[src/rtl/hpd_mon_pkg.sv]
package hpd_mon_pkg;
  localparam logic [15:0] STATUS_BASE = 16'h0200;
  localparam logic [15:0] RATE_REG    = 16'h0100;
  localparam logic [15:0] LANES_REG   = 16'h0101;
  localparam logic [15:0] PATTERN_REG = 16'h0102;
  localparam logic [7:0]  TP1_NO_SCR  = 8'h21;

  typedef enum logic [2:0] {
    MS_IDLE,
    MS_READ,
    MS_WR_RATE,
    MS_WR_LANES,
    MS_WR_PAT,
    MS_NOTIFY
  } maint_state_t;
endpackage

[src/rtl/hpd_line_sampler.sv]
module hpd_line_sampler #(
  parameter int CLK_PER_US = 125
) (
  input  logic clk,
  input  logic rst,
  input  logic hpd_raw,
  output logic hpd_s,
  output logic us_tick
);
  localparam int TW = (CLK_PER_US > 1) ? $clog2(CLK_PER_US) : 1;

  logic [1:0]    sync_q;
  logic [TW-1:0] div_q;

  // two-flop synchroniser for the asynchronous line
  always_ff @(posedge clk) begin
    if (rst) sync_q <= 2'b00;
    else     sync_q <= {sync_q[0], hpd_raw};
  end
  assign hpd_s = sync_q[1];

  // microsecond strobe
  always_ff @(posedge clk) begin
    if (rst) begin
      div_q   <= '0;
      us_tick <= 1'b0;
    end else if (div_q == TW'(CLK_PER_US - 1)) begin
      div_q   <= '0;
      us_tick <= 1'b1;
    end else begin
      div_q   <= div_q + 1'b1;
      us_tick <= 1'b0;
    end
  end
endmodule

[src/rtl/hpd_pulse_classifier.sv]
module hpd_pulse_classifier #(
  parameter int GLITCH_US = 250,
  parameter int UNPLUG_US = 2000
) (
  input  logic clk,
  input  logic rst,
  input  logic hpd_s,
  input  logic us_tick,
  output logic evt_connect,
  output logic evt_disconnect,
  output logic irq_pulse,
  output logic linked
);
  localparam int LW = $clog2(UNPLUG_US + 1);

  logic          prev_q;
  logic [LW-1:0] low_us;

  always_ff @(posedge clk) begin
    if (rst) begin
      prev_q         <= 1'b0;
      low_us         <= '0;
      linked         <= 1'b0;
      evt_connect    <= 1'b0;
      evt_disconnect <= 1'b0;
      irq_pulse      <= 1'b0;
    end else begin
      prev_q         <= hpd_s;
      evt_connect    <= 1'b0;
      evt_disconnect <= 1'b0;
      irq_pulse      <= 1'b0;
      if (!hpd_s) begin
        if (us_tick && low_us != LW'(UNPLUG_US))
          low_us <= low_us + 1'b1;
        if (linked && us_tick && low_us == LW'(UNPLUG_US - 1)) begin
          linked         <= 1'b0;
          evt_disconnect <= 1'b1;
        end
      end else begin
        low_us <= '0;
        if (!prev_q) begin
          if (!linked) begin
            linked      <= 1'b1;
            evt_connect <= 1'b1;
          end else if (low_us >= LW'(GLITCH_US)) begin
            irq_pulse <= 1'b1;
          end
        end
      end
    end
  end


  connect_after_high_chk: assert property (@(posedge clk) disable iff (rst)
    evt_connect |-> $past(hpd_s) && linked);

  disconnect_while_low_chk: assert property (@(posedge clk) disable iff (rst)
    evt_disconnect |-> !linked && !hpd_s);

  irq_only_linked_chk: assert property (@(posedge clk) disable iff (rst)
    irq_pulse |-> linked);

  one_event_kind_chk: assert property (@(posedge clk) disable iff (rst)
    $onehot0({evt_connect, evt_disconnect, irq_pulse}));
endmodule

[src/rtl/link_status_eval.sv]
module link_status_eval #(
  parameter int MAX_LANES = 4,
  parameter int LANE_W    = $clog2(MAX_LANES + 1)
) (
  input  logic [47:0]       status,
  input  logic [LANE_W-1:0] lanes,
  output logic              degraded
);
  logic [MAX_LANES-1:0] lane_bad;
  logic                 status_unused;

  for (genvar n = 0; n < MAX_LANES; n++) begin : g_lane
    localparam int BASE = 8 * (2 + n / 2) + 4 * (n % 2);
    assign lane_bad[n] = (lanes > LANE_W'(n)) &&
                         !(status[BASE] && status[BASE + 2]);
  end

  assign degraded      = (|lane_bad) || !status[32];
  assign status_unused = ^{status[15:0], status[47:33]};
endmodule

[src/rtl/link_maint_ctrl.sv]
module link_maint_ctrl
  import hpd_mon_pkg::*;
#(
  parameter int DEADLINE_US = 100000,
  parameter int LANE_W      = 3
) (
  input  logic              clk,
  input  logic              rst,
  input  logic              us_tick,
  input  logic              irq_pulse,
  input  logic              linked,
  input  logic              degraded,
  input  logic [7:0]        link_rate,
  input  logic [LANE_W-1:0] link_lanes,
  output logic              sb_req,
  output logic              sb_write,
  output logic [15:0]       sb_addr,
  output logic [7:0]        sb_wdata,
  input  logic              sb_ack,
  output logic              rt_req,
  output logic [7:0]        rt_rate,
  output logic [LANE_W-1:0] rt_lanes
);
  localparam int DW = $clog2(DEADLINE_US + 1);

  maint_state_t  state;
  logic          pend;
  logic [DW-1:0] dl_cnt;

  always_ff @(posedge clk) begin
    if (rst) begin
      state    <= MS_IDLE;
      pend     <= 1'b0;
      dl_cnt   <= '0;
      sb_req   <= 1'b0;
      sb_write <= 1'b0;
      sb_addr  <= '0;
      sb_wdata <= '0;
      rt_req   <= 1'b0;
      rt_rate  <= '0;
      rt_lanes <= '0;
    end else begin
      rt_req <= 1'b0;
      if (!linked)                          pend <= 1'b0;
      else if (irq_pulse && state != MS_IDLE) pend <= 1'b1;
      case (state)
        MS_IDLE: begin
          if (irq_pulse || (pend && linked)) begin
            pend   <= 1'b0;
            dl_cnt <= '0;
            state  <= MS_READ;
          end
        end
        MS_READ: begin
          if (us_tick && dl_cnt != DW'(DEADLINE_US)) dl_cnt <= dl_cnt + 1'b1;
          if (!sb_req) begin
            sb_req   <= 1'b1;
            sb_write <= 1'b0;
            sb_addr  <= STATUS_BASE;
            sb_wdata <= '0;
          end else if (sb_ack) begin
            sb_req   <= 1'b0;
            rt_rate  <= link_rate;
            rt_lanes <= link_lanes;
            state    <= degraded ? MS_WR_RATE : MS_IDLE;
          end else if (dl_cnt == DW'(DEADLINE_US)) begin
            sb_req   <= 1'b0;
            rt_rate  <= link_rate;
            rt_lanes <= link_lanes;
            state    <= MS_WR_RATE;
          end
        end
        MS_WR_RATE: begin
          if (!sb_req) begin
            sb_req   <= 1'b1;
            sb_write <= 1'b1;
            sb_addr  <= RATE_REG;
            sb_wdata <= rt_rate;
          end else if (sb_ack) begin
            sb_req <= 1'b0;
            state  <= MS_WR_LANES;
          end
        end
        MS_WR_LANES: begin
          if (!sb_req) begin
            sb_req   <= 1'b1;
            sb_write <= 1'b1;
            sb_addr  <= LANES_REG;
            sb_wdata <= 8'(rt_lanes);
          end else if (sb_ack) begin
            sb_req <= 1'b0;
            state  <= MS_WR_PAT;
          end
        end
        MS_WR_PAT: begin
          if (!sb_req) begin
            sb_req   <= 1'b1;
            sb_write <= 1'b1;
            sb_addr  <= PATTERN_REG;
            sb_wdata <= TP1_NO_SCR;
          end else if (sb_ack) begin
            sb_req <= 1'b0;
            state  <= MS_NOTIFY;
          end
        end
        MS_NOTIFY: begin
          rt_req <= 1'b1;
          state  <= MS_IDLE;
        end
        default: state <= MS_IDLE;
      endcase
    end
  end

  // order tracking for the write-sequence checks
  logic saw_rate, saw_lanes;
  always_ff @(posedge clk) begin
    if (rst) begin
      saw_rate  <= 1'b0;
      saw_lanes <= 1'b0;
    end else if (sb_req && sb_ack && sb_write) begin
      if (sb_addr == RATE_REG)    saw_rate  <= 1'b1;
      if (sb_addr == LANES_REG)   saw_lanes <= 1'b1;
      if (sb_addr == PATTERN_REG) begin
        saw_rate  <= 1'b0;
        saw_lanes <= 1'b0;
      end
    end
  end


  pattern_after_cfg_chk: assert property (@(posedge clk) disable iff (rst)
    (sb_req && sb_write && sb_addr == PATTERN_REG) |-> saw_rate && saw_lanes);

  lanes_after_rate_chk: assert property (@(posedge clk) disable iff (rst)
    (sb_req && sb_write && sb_addr == LANES_REG) |-> saw_rate);

  write_held_chk: assert property (@(posedge clk) disable iff (rst)
    (sb_req && sb_write && !sb_ack) |=> sb_req && $stable(sb_addr) && $stable(sb_wdata));

  gap_after_ack_chk: assert property (@(posedge clk) disable iff (rst)
    (sb_req && sb_ack) |=> !sb_req);

  retrain_single_chk: assert property (@(posedge clk) disable iff (rst)
    rt_req |=> !rt_req);
endmodule

[src/rtl/hpd_link_monitor.sv]
module hpd_link_monitor #(
  parameter int CLK_PER_US  = 125,
  parameter int GLITCH_US   = 250,
  parameter int UNPLUG_US   = 2000,
  parameter int DEADLINE_US = 100000,
  parameter int MAX_LANES   = 4,
  parameter int LANE_W      = $clog2(MAX_LANES + 1)
) (
  input  logic              clk,
  input  logic              rst,
  input  logic              hpd_in,
  input  logic [7:0]        link_rate,
  input  logic [LANE_W-1:0] link_lanes,
  output logic              sb_req,
  output logic              sb_write,
  output logic [15:0]       sb_addr,
  output logic [7:0]        sb_wdata,
  input  logic              sb_ack,
  input  logic [47:0]       sb_rdata,
  output logic              evt_connect,
  output logic              evt_disconnect,
  output logic              rt_req,
  output logic [7:0]        rt_rate,
  output logic [LANE_W-1:0] rt_lanes
);
  logic hpd_s, us_tick, irq_pulse, linked, degraded;

  hpd_line_sampler #(.CLK_PER_US(CLK_PER_US)) u_sampler (
    .clk(clk), .rst(rst), .hpd_raw(hpd_in), .hpd_s(hpd_s), .us_tick(us_tick)
  );

  hpd_pulse_classifier #(.GLITCH_US(GLITCH_US), .UNPLUG_US(UNPLUG_US)) u_classify (
    .clk(clk), .rst(rst), .hpd_s(hpd_s), .us_tick(us_tick),
    .evt_connect(evt_connect), .evt_disconnect(evt_disconnect),
    .irq_pulse(irq_pulse), .linked(linked)
  );

  link_status_eval #(.MAX_LANES(MAX_LANES), .LANE_W(LANE_W)) u_eval (
    .status(sb_rdata), .lanes(link_lanes), .degraded(degraded)
  );

  link_maint_ctrl #(.DEADLINE_US(DEADLINE_US), .LANE_W(LANE_W)) u_ctrl (
    .clk(clk), .rst(rst), .us_tick(us_tick), .irq_pulse(irq_pulse),
    .linked(linked), .degraded(degraded), .link_rate(link_rate),
    .link_lanes(link_lanes), .sb_req(sb_req), .sb_write(sb_write),
    .sb_addr(sb_addr), .sb_wdata(sb_wdata), .sb_ack(sb_ack),
    .rt_req(rt_req), .rt_rate(rt_rate), .rt_lanes(rt_lanes)
  );
endmodule

[config.mk]
export PLATFORM = sky130hd
export DESIGN_NAME = hpd_link_monitor
export DESIGN_NICKNAME = d
export VERILOG_FILES = /design/src/rtl/hpd_mon_pkg.sv /design/src/rtl/hpd_line_sampler.sv /design/src/rtl/hpd_pulse_classifier.sv /design/src/rtl/link_status_eval.sv /design/src/rtl/link_maint_ctrl.sv /design/src/rtl/hpd_link_monitor.sv
export SDC_FILE = /design/constraint.sdc
export NUM_CORES = 1
export LEC_CHECK = 0
export BUFFER_PORTS_ARGS = -buffer_cell sky130_fd_sc_hd__buf_2
export CAP_MARGIN = 20
export CORE_ASPECT_RATIO = 0.6
export CORE_MARGIN = 1
export CORE_UTILIZATION = 51
export DETAILED_ROUTE_END_ITERATION = 16
export PLACE_DENSITY = 0.91
export SLEW_MARGIN = 10
export SYNTH_ARGS = -nofsm -noshare
export SYNTH_HDL_FRONTEND = slang
export SYNTH_SLANG_ARGS = --single-unit
[constraint.sdc]
create_clock -name clk -period 2 [get_ports clk]
set_clock_uncertainty 0.05 [all_clocks]
set_input_delay 0.6 -clock clk [delete_from_list [all_inputs] [get_ports clk]]
set_output_delay 0.6 -clock clk [all_outputs]
set_load 0.1 [all_outputs]
# After elaboration in Yosys (flattened, before gate mapping)
# Cells that the tools add are included.
dict set report word_totals {
  in_bits 63
  regBits 85
  output_inout_bits 40
}
dict set report classes {
  muxes 50
  bitwise 2
  order_cmp 5
  n_reduce_logical 40
  eq_ne 26
  addsub 3
}
# cell n
set ops {}
lappend ops {{16-bit 2-to-1 mux} 4}
lappend ops {{16-bit one-hot mux with 4 select lines} 1}
lappend ops {{8-bit 2-to-1 mux} 6}
lappend ops {{3-bit 2-to-1 mux} 12}
lappend ops {{17-bit 2-to-1 mux} 2}
lappend ops {{17-bit one-hot mux with 2 select lines} 1}
lappend ops {{8-bit one-hot mux with 4 select lines} 1}
lappend ops {{1-bit 2-to-1 mux} 19}
lappend ops {{2-bit != test (second input constant)} 9}
lappend ops {{17-bit by 1-bit adder with 17-bit output (second input constant)} 1}
lappend ops {{17-bit == test (second input constant)} 1}
lappend ops {{17-bit != test (second input constant)} 1}
lappend ops {{3-bit one-hot mux with 5 select lines} 1}
lappend ops {{1-bit logical AND} 14}
lappend ops {{2-bit by 1-bit != test with 1-bit output (second input constant)} 6}
lappend ops {{11-bit by 1-bit adder with 11-bit output (second input constant)} 1}
lappend ops {{11-bit == test (second input constant)} 1}
lappend ops {{11-bit by 8-bit greater-or-equal comparator with 1-bit output (second input constant)} 1}
lappend ops {{11-bit != test (second input constant)} 1}
lappend ops {{3-bit AND reduction} 3}
lappend ops {{9-bit AND reduction} 1}
lappend ops {{2-bit nonzero test} 4}
lappend ops {{4-bit OR reduction} 2}
lappend ops {{7-bit by 1-bit adder with 7-bit output (second input constant)} 1}
lappend ops {{19 further kinds} 32}

# Longest topological paths before layout
dict set report depth {
  word_depth 9
  depth_mapped 9
}

# By module
# Synthesis repeated with hierarchy kept, for this count alone.
dict set report unflattened {
  cells_unflattened 422
  area_unflattened_um2 3582.2
}
# mod area_each_um2 cells_each n_inst
set modules_own_cells {}
lappend modules_own_cells {link_maint_ctrl 2327.2 283 1}
lappend modules_own_cells {hpd_pulse_classifier 822.0 91 1}
lappend modules_own_cells {hpd_line_sampler 385.4 40 1}
lappend modules_own_cells {link_status_eval 47.5 8 1}

# Worst setup path before layout
# OpenSTA, ideal clock, no wires.
dict set report synth_path {
  path_kind {flip-flop to flip-flop}
  from {reg u_ctrl.sb_req}
  to {reg u_ctrl.rt_rate[3]}
  path_buffers 2
  path_slack_ns -0.250
  period_less_slack_ns 2.250
  t_required_ns 1.822
  path_stages_with_launch 7
  arrival_time_ns 2.073
  cell_sequence {dfxtp_1 clkbuf_1 nand2b_1 nor3_2 buf_6 mux2i_1 nor2_1}
}
dict set report synth_via {
  elab_chain_len 1
}
# item line_no
set synth_lines {}
lappend synth_lines {{from (decl)} link_maint_ctrl.sv:15} ;# output logic sb_req,
lappend synth_lines {{from (signal assigned)} link_maint_ctrl.sv:35} ;# sb_req <= 1'b0;
lappend synth_lines {{from (signal assigned)} link_maint_ctrl.sv:57} ;# sb_req <= 1'b1;
lappend synth_lines {{from (signal assigned)} link_maint_ctrl.sv:62} ;# sb_req <= 1'b0;
lappend synth_lines {{3-bit AND reduction (no source line)} --}
lappend synth_lines {{to (signal assigned)} link_maint_ctrl.sv:63} ;# rt_rate <= link_rate;
lappend synth_lines {{to (signal assigned)} link_maint_ctrl.sv:68} ;# rt_rate <= link_rate;
lappend synth_lines {{to (decl)} link_maint_ctrl.sv:21} ;# output logic [7:0] rt_rate,
# Every way passes these cells.
# A chain may end at the register's enable or synchronous reset.

# Worst setup path in the final report
dict set report layout_path {
  from {reg u_ctrl.sb_req}
  to {out sb_req}
}
# item line_no
set layout_rtl {}
lappend layout_rtl {{to (decl)} hpd_link_monitor.sv:14} ;# output logic sb_req,
# No word-level cell between the ends.

==> impl_metrics.yaml <==
run_status:
  status: "complete, no violations"
grt:
  grt_max_degree: 23
  grt_pass1_wl_um: 12500
  antenna_found_initial: 0
  grt_pass1_vias: 2708
  grt_overflow: 0
  grt_usage_pct: 23.6
clock_network:
  htreeDepth: 3
  clkSlewWorstSetupHoldPaths_ns: 0.07
  insertion_delay_ns: 0.35
  numCtsBuffers: 9
  cts_tree: "built"
  cts.path.max_buffers: 2
  clock_sinks: 73
  cts-root-buf: "clkbuf_8"
worst_setup_path:
  crit_slowest_cell: "dfxtp_2"
  cp_cell_sequence: "buf_4"
  cp-startpoint: "u_ctrl.sb_req"
  slowest_delay_ns: 0.51
  arrival_ns: 1.22
  required_ns: 1.35
  worst_setup_path_start_kind: "flop"
  rr_startpoint: "u_ctrl.dl_cnt[0]"
  crit_type: "reg2out"
  crit_fanout: 19
  cp_top_family: "flip-flops"
  critPathBufInv: 1
  end_kind: "output pin"
yosys:
  synth_compound_area_share_pct: 8.32
  yosysSeqAreaShare_pct: 44.0
  syn_area_um2: 3320
  synth_top_area_share_pct: 44.0
  syn_area_per_cell_um2: 8.63
  yosysTopAreaCell: "dfxtp_1"
  synthFlopType: "dfxtp_1"
  synth_top_family_by_area: "simple AND/OR/NAND/NOR gates"
  yosys.area_share.simple_pct: 26.6
  ys_seq_elements: 73
  synthAdderAreaFrac_pct: 2.94
  synth_edf_count: 0
  synth_xor_area_share_pct: 7.64
  synth_cell_types: 47
  synthArstFlopShare_pct: 0
  yosysWarnings: 0
  synthTopCellsByArea: "dfxtp_1 44%, nor2_1 7.9%, xor2_1 5.3%"
  postSynthCellCount: 385
  synthMuxAreaShare_pct: 4.22
floorplan:
  fp-row-count: 22
  ioPinCount: 103
  die_h_um: 64.5
  initial_core_util_pct: 53.7
  coreArea_um2: 6190
  die-area_um2: 6850
  die_w_um: 106
sta:
  min_period_ns: 1.87
  report.final.hold_viol_count: 0
  rsz0062_at_grt: "true"
  drv_slew: 0
  worst_slack_ns: 0.126
  max_freq_mhz: 534
  max-slew-margin-rel_pct: 67.1
  tns_ns: 0
  finalCritPeriodShare_pct: 93.7
  setup_viol: 0
  worstMarginPinSlew_ns: 0.488
flow_run:
  cap_violations: 0
route:
  drt-initial-drc-count: 163
  wire_per_inst_um: 14.0
  ant_nets: 0
  routed_wl_um: 7350
  drc: 0
  viasPerCell: 5.38
  vias: 2822
  firstDrtPassIters: 4
power:
  cellPowerDensity_nw_per_um2: 761
  p_leak_nw: 1.55
  vdd_drop_max_v: 0.000563
final_layout:
  layout_common_cells: "72 x dfxtp_1, 70 x nor2_1, 50 x buf_2, 26 x nand2_1, 24 x a21oi_1"
  final_common_cell: "dfxtp_1"
  drive_above_1_share_pct: 18.8
  fillers: 542
  syn_to_final_growth_pct: 16.2
  n_antenna_cell: 0
  finalNetCount: 506
hold_path:
  min-delay-start: "u_sampler.sync_q[0]"
  hp-class: "reg2reg"
place:
  place_hpwl_um: 5450
  gp_congestion: 0.854
  io_buffer_count: 51
  dp_slack_ns: 0.0234
## worst paths after layout
path,endpoint,slack [ns],cells past startpoint
worst max-delay path,sb_req,0.13,1
worst min-delay path,u_sampler.sync_q[1],0.41,1
worst max register to register,u_ctrl.rt_rate[7],0.13,8
worst min register to register,u_sampler.sync_q[1],0.41,1
## synthesized netlist by cell type (2+ instances only)
library cell	number
and4b_1	2
nand2_1	26
nor3_1	8
inv_1	11
nor2_1	70
o21ai_0	6
buf_2	3
nand4_1	12
and2_1	2
nor4b_2	2
nand3_1	18
nor3b_1	3
a221oi_1	2
mux2i_1	14
xor2_1	20
a22oi_1	2
or2_2	2
xnor2_1	9
buf_4	13
a21oi_1	24
buf_1	2
a41oi_1	2
o22ai_1	2
ha_1	7
nor2b_1	8
dfxtp_1	73
nand2b_1	8
and3_1	7
clkbuf_1	9
## layer usage
layer	routed length [um]	share of wire [%]	global-route usage, %	vias to the layer above
li1	-	-	-	1393
met2	3380	46	38.1	105
met1	3340	45	29.2	1310
met5	0	0	0	-
met3	559	7.6	8.85	14
met4	72	0.98	7.99	0
## flip-flops by register name, indices dropped and copies added (netlist names), 2 cells and up
name	flops
u_ctrl.rt_rate	8
u_ctrl.sb_wdata	8
u_sampler.sync_q	2
u_ctrl.rt_lanes	3
u_ctrl.state	3
u_classify.low_us	11
u_ctrl.dl_cnt	17
u_ctrl.sb_addr	4
u_sampler.div_q	7
## final cells by class
cell class                      instances  area (um^2)  area share (%)
Inverter                               11         41.3            1.07
Timing Repair Buffer                   57          315            8.17
Clock buffer                           14          163            4.21
Tap cell                               84          105            2.72
Sequential cell                        73         1460            37.9
Multi-Input combinational cell        284         1710            44.4
Clock inverter                          2         60.1            1.56
## per-stage QoR
step | instance area (um^2) | hold WS, ns | cells | utilization [%] | total power [mW]
after floorplan | 3370 | 0.364 | 396 | - | 1.66
after detailed placement | 3620 | 0.387 | 509 | 58.4 | 1.69
after global routing | 3860 | 0.424 | 525 | 62.3 | 3.04
after CTS | 3840 | 0.404 | 525 | 62.1 | 2.96
after global placement | 3620 | 0.379 | 509 | 58.4 | 1.68
final | 3860 | 0.406 | 525 | 62.3 | 2.94
## cells by family after synthesis
kind of cell | count (synthesis)
buf+inv | 39
compound gates | 44
xor+xnor | 29
fa+ha+maj | 8
mux | 14
simple gates | 177
flops | 73
other cells | 1
## where the power goes
group | internal [mW] | switching (mW)
sequential | 1.46 | 0.00903
combinational | 0.0330 | 0.149
clock | 0.773 | 0.513
total | 2.27 | 0.671
## repair_timing
| item | CTS | global route |
|---|---|---|
| setup endpoints to repair | 1 | 19 |
| hold buffers | 0 | 0 |
| gates cloned | 0 | 0 |
| gates resized for setup | 1 | 4 |
| buffers inserted | 0 | 0 |
(Power assumes the default switching activity.)
